$ cat src/rtl/memsel_pkg.sv
package memsel_pkg;

  localparam int ADDR_W = 16;
  localparam int SEL_W  = 3;
  localparam int VEC_FOLD_BIT = 6;

  typedef logic [ADDR_W-1:0] addr_t;
  typedef logic [SEL_W-1:0]  sel_t;

  typedef enum logic [3:0] {
    RG_LOW, RG_B8, RG_BA, RG_BC,
    RG_IO0, RG_IO1, RG_IO2, RG_IO3,
    RG_VEC
  } region_e;

  localparam addr_t BASE_B8   = 16'h8000;
  localparam addr_t BASE_BA   = 16'hA000;
  localparam addr_t BASE_BC   = 16'hC000;
  localparam addr_t BASE_IO0  = 16'hFF00;
  localparam addr_t BASE_IO1  = 16'hFF20;
  localparam addr_t BASE_IO2  = 16'hFF40;
  localparam addr_t BASE_IO3  = 16'hFF60;
  localparam addr_t BASE_VEC  = 16'hFFE0;
  localparam addr_t CTL_CLR   = 16'hFFDE;
  localparam addr_t CTL_SET   = 16'hFFDF;
  localparam addr_t VEC_FIRST = 16'hFFF2;

  localparam sel_t CODE_RAM_RD = 3'd0;
  localparam sel_t CODE_ROM    = 3'd2;
  localparam sel_t CODE_RAM_WR = 3'd7;

  // Region boundaries are compared from the top down.
  function automatic region_e classify(input addr_t a);
    region_e r;
    if      (a >= BASE_VEC) r = RG_VEC;
    else if (a >= BASE_IO3) r = RG_IO3;
    else if (a >= BASE_IO2) r = RG_IO2;
    else if (a >= BASE_IO1) r = RG_IO1;
    else if (a >= BASE_IO0) r = RG_IO0;
    else if (a >= BASE_BC)  r = RG_BC;
    else if (a >= BASE_BA)  r = RG_BA;
    else if (a >= BASE_B8)  r = RG_B8;
    else                    r = RG_LOW;
    return r;
  endfunction

  function automatic logic is_main_mem(input region_e r);
    return (r == RG_LOW) || (r == RG_B8) || (r == RG_BA) || (r == RG_BC);
  endfunction

  function automatic sel_t base_code(input region_e r, input logic rd);
    sel_t s;
    case (r)
      RG_LOW:  s = rd ? CODE_RAM_RD : CODE_RAM_WR;
      RG_B8:   s = 3'd1;
      RG_BA:   s = CODE_ROM;
      RG_BC:   s = 3'd3;
      RG_IO0:  s = 3'd4;
      RG_IO1:  s = 3'd5;
      RG_IO2:  s = 3'd6;
      RG_IO3:  s = 3'd7;
      RG_VEC:  s = CODE_ROM;
      default: s = CODE_RAM_WR;
    endcase
    return s;
  endfunction

  function automatic sel_t code_for(input region_e r, input logic rd,
                                    input logic all_ram);
    if (all_ram && rd && is_main_mem(r)) return CODE_RAM_RD;
    return base_code(r, rd);
  endfunction

  function automatic logic ram_hit(input sel_t s);
    return (s == CODE_RAM_RD) || (s == CODE_ROM) || (s == CODE_RAM_WR);
  endfunction

  function automatic logic vec_window(input addr_t a);
    return a >= VEC_FIRST;
  endfunction

  function automatic addr_t vec_fold(input addr_t a);
    addr_t r;
    r = a;
    r[VEC_FOLD_BIT] = 1'b0;
    return r;
  endfunction

endpackage

$ cat src/rtl/memsel_region_dec.sv
module memsel_region_dec
  import memsel_pkg::*;
(
  input  addr_t   addr_i,
  output region_e region_o,
  output logic    main_mem_o
);
  always_comb begin
    region_o   = classify(addr_i);
    main_mem_o = is_main_mem(region_o);
  end
endmodule

$ cat src/rtl/memsel_maptype_reg.sv
module memsel_maptype_reg
  import memsel_pkg::*;
(
  input  logic  clk_i,
  input  logic  rst_n_i,
  input  logic  wr_qual_i,
  input  addr_t addr_i,
  output logic  set_hit_o,
  output logic  clr_hit_o,
  output logic  all_ram_o
);
  always_comb begin
    set_hit_o = wr_qual_i && (addr_i == CTL_SET);
    clr_hit_o = wr_qual_i && (addr_i == CTL_CLR);
  end

  always_ff @(posedge clk_i or negedge rst_n_i) begin
    if (!rst_n_i)       all_ram_o <= 1'b0;
    else if (set_hit_o) all_ram_o <= 1'b1;
    else if (clr_hit_o) all_ram_o <= 1'b0;
  end
endmodule

$ cat src/rtl/memsel_code_map.sv
module memsel_code_map
  import memsel_pkg::*;
(
  input  region_e region_i,
  input  logic    rd_i,
  input  logic    all_ram_i,
  output sel_t    sel_o,
  output logic    ram_en_o,
  output logic    rom_en_o
);
  sel_t code;

  always_comb begin
    code     = code_for(region_i, rd_i, all_ram_i);
    sel_o    = code;
    ram_en_o = ram_hit(code);
    rom_en_o = rd_i && (code == CODE_ROM);
  end
endmodule

$ cat src/rtl/memsel_vector_remap.sv
module memsel_vector_remap
  import memsel_pkg::*;
#(
  parameter bit FOLD_EN = 1'b1
) (
  input  addr_t addr_i,
  input  logic  rd_i,
  output logic  vec_hit_o,
  output addr_t addr_o
);
  generate
    if (FOLD_EN) begin : g_fold
      always_comb begin
        vec_hit_o = rd_i && vec_window(addr_i);
        addr_o    = vec_hit_o ? vec_fold(addr_i) : addr_i;
      end
    end else begin : g_pass
      always_comb begin
        vec_hit_o = 1'b0;
        addr_o    = addr_i;
      end
    end
  endgenerate
endmodule

$ cat src/rtl/memsel_decoder.sv
module memsel_decoder
  import memsel_pkg::*;
#(
  parameter bit VEC_FOLD_EN = 1'b1
) (
  input  logic        clk_i,
  input  logic        rst_n_i,
  input  logic [15:0] addr_i,
  input  logic        rd_wr_n_i,
  input  logic        cyc_valid_i,
  output logic [2:0]  sel_o,
  output logic        ram_en_o,
  output logic        rom_en_o,
  output logic [15:0] addr_o
);
  region_e region;
  logic    main_mem;
  logic    wr_qual;
  logic    set_hit;
  logic    clr_hit;
  logic    all_ram;
  logic    vec_hit;

  assign wr_qual = cyc_valid_i && !rd_wr_n_i;

  memsel_region_dec u_region (
    .addr_i     (addr_i),
    .region_o   (region),
    .main_mem_o (main_mem)
  );

  memsel_maptype_reg u_maptype (
    .clk_i     (clk_i),
    .rst_n_i   (rst_n_i),
    .wr_qual_i (wr_qual),
    .addr_i    (addr_i),
    .set_hit_o (set_hit),
    .clr_hit_o (clr_hit),
    .all_ram_o (all_ram)
  );

  memsel_code_map u_code (
    .region_i  (region),
    .rd_i      (rd_wr_n_i),
    .all_ram_i (all_ram),
    .sel_o     (sel_o),
    .ram_en_o  (ram_en_o),
    .rom_en_o  (rom_en_o)
  );

  memsel_vector_remap #(.FOLD_EN(VEC_FOLD_EN)) u_vec (
    .addr_i    (addr_i),
    .rd_i      (rd_wr_n_i),
    .vec_hit_o (vec_hit),
    .addr_o    (addr_o)
  );
endmodule

$ cat config.mk
export PLATFORM = sky130hd
export DESIGN_NAME = memsel_decoder
export DESIGN_NICKNAME = d
export VERILOG_FILES = /design/src/rtl/memsel_pkg.sv /design/src/rtl/memsel_region_dec.sv /design/src/rtl/memsel_maptype_reg.sv /design/src/rtl/memsel_code_map.sv /design/src/rtl/memsel_vector_remap.sv /design/src/rtl/memsel_decoder.sv
export SDC_FILE = /design/constraint.sdc
export NUM_CORES = 1
export LEC_CHECK = 0
export ABC_CLOCK_PERIOD_IN_PS = 3700
export BUFFER_PORTS_ARGS = -buffer_cell sky130_fd_sc_hd__buf_2
export CORE_AREA = 2 2 39 41
export DETAILED_ROUTE_END_ITERATION = 10
export DIE_AREA = 0 0 41 43
export PLACE_DENSITY = 0.78
export SLEW_MARGIN = 20
export SYNTH_ARGS = -nofsm -noshare
export SYNTH_HDL_FRONTEND = slang
export SYNTH_HIERARCHICAL = 1
export SYNTH_SLANG_ARGS = --single-unit
$ cat constraint.sdc
create_clock -name clk_i -period 3.7 [get_ports clk_i]
set_clock_uncertainty 0.15 [all_clocks]
set_input_delay 0.37 -clock clk_i [delete_from_list [all_inputs] [get_ports clk_i]]
set_output_delay 0.37 -clock clk_i [all_outputs]
set_load 0.02 [all_outputs]
==> impl_metrics.tcl <==
set metrics [dict create \
    die_h_um 43 \
    fin_crit_ns 2.47 \
    rr_endpoint "u_maptype/all_ram_o" \
    clk_latency_ns 0 \
    slew_viol_final 0 \
    leakage_nw 0.270 \
    hold_path_end "u_maptype/all_ram_o" \
    irDropWorstVdd_v 0.0000624 \
    final_cell_mix "40 x buf_2, 8 x nor2_1, 6 x nand2_1, 6 x nand4_1" \
    syn_avg_cell_area_um2 6.74 \
    critPathCaptureType "output pin" \
    grt_pass1_vias 498 \
    layout-drive-gt1-share 0.495 \
    die_w_um 41 \
    r2r_start "u_maptype/all_ram_o" \
    whs_ns 0.451 \
    rsz0062_at_grt "no" \
    antenna_cells 0 \
    multi_input_area_um2 307 \
    hold_path.startpoint "u_maptype/all_ram_o" \
    ys_warn_count 6 \
    ant_nets 0 \
    min_path_cells 1 \
    seq_area_um2 25.0 \
    wl_per_cell_um 10.7 \
    path_clk_slew_ns 0 \
    drt_drc_violations_left 0 \
    dr.pass1.iters 4 \
    drt_iter0_markers 9 \
    drv_cap 0 \
    timing.final.crit_share 0.669 \
    crit_required_ns 3.18 \
    fillers 139 \
    postCtsSetupBuffers 0 \
    critPathMaxFanout 9 \
    vias_per_cell 5.43 \
    ios 41 \
    largest_register_ffs 1 \
    power_density_nw_per_um2 141 \
    hold_violations 0 \
    grt_max_degree 10 \
    grt_pass1_wl_mm 1.82 \
    start_util 0.351 \
    track_usage 0.134 \
    critPathLaunchType "primary input" \
    dieArea_um2 1760 \
    synthesis.area_um2 485 \
    syn_inst 72 \
    grt-ovfl-total 0 \
    setup_viol 0 \
    reg2reg_depth 1 \
    antenna_found_initial 0 \
    holdCritPathClass "reg -> reg" \
    syn_nets 92 \
    rows 14 \
    worstSetupPathType "in -> out" \
    largest-register "u_maptype/all_ram_o" \
    port_buffers 40 \
    relSlewSlack 0.590 \
    status "complete, no violations" \
    tightest_slew_ns 0.612 \
    core_um2 1380 \
    largestRegisters "u_maptype/all_ram_o x1" \
    r2r_slack_ns 2.75 \
    routed_wl_mm 1.19 \
    final_common_cell "buf_2" \
    syn2layout_area_growth_pct 18.8 \
    worst_ep_arrival_time_ns 1.95 \
    achievable-frequency_ghz 0.404 \
    total_power_mw 0.0811 \
    hpwl_um 971 \
    nNetsFinal 117 \
    tns_ns 0 \
    vias 603 \
    place_congestion 0.735 \
]
## power breakdown
group          internal (mW)  switching, mW  total [mW]
combinational         0.0260         0.0439      0.0699
clock                      0              0           0
sequential            0.0111     0.00000526      0.0111
## final cells by class
| cell class | count | area share |
|---|---|---|
| Multi-Input combinational cell | 49 | 0.531 |
| Timing Repair Buffer | 41 | 0.364 |
| Tap cell | 16 | 0.0347 |
| Inverter | 4 | 0.0260 |
| Sequential cell | 1 | 0.0434 |
## per-layer routing
| metal | GRT usage | wire length [µm] | vias up |
|---|---|---|---|
| li1 | - | - | 294 |
| met1 | 0.182 | 512 | 277 |
| met2 | 0.241 | 581 | 32 |
| met3 | 0 | 96 | 0 |
| met4 | 0 | 0 | 0 |
| met5 | 0 | 0 | - |
## worst max-delay path by stage
stage                    from        to  slack (ns)  depth (start not counted)
floorplan           addr_i[8]  sel_o[0]        1.42                          6
global placement    addr_i[8]  sel_o[0]        1.32                          8
detailed placement  addr_i[8]  sel_o[0]        1.26                          8
CTS                 addr_i[8]  sel_o[0]        1.25                          8
global route        addr_i[8]  sel_o[0]        1.13                          8
finish              addr_i[8]  sel_o[0]        1.23                          8
## repair_timing
| item | in CTS | in global routing |
|---|---|---|
| gates resized for setup | 0 | 0 |
| hold endpoints to repair | 1 | 0 |
| hold buffers | 1 | 0 |
## through the flow
| stage | instance area, µm² | setup slack (ns) | util | cells |
|---|---|---|---|---|
| 3_3_place_gp | 567 | 1.32 | 0.410 | 110 |
| 3_5_place_dp | 567 | 1.26 | 0.410 | 110 |
| 4_1_cts | 577 | 1.25 | 0.417 | 111 |
| 2_1_floorplan | 485 | 1.42 | - | 72 |
| 6_report | 577 | 1.23 | 0.417 | 111 |
| 5_1_grt | 577 | 1.13 | 0.417 | 111 |
## critical path, cell delays in order
cell and delay, ns:
buf_2 0.11, nand4_1 0.14, or3_4 0.40, nor2_2 0.29, inv_1 0.11, nor4_1 0.28
a311oi_1 0.08, buf_2 0.17
Note: power is estimated with default switching activity, not from simulation.
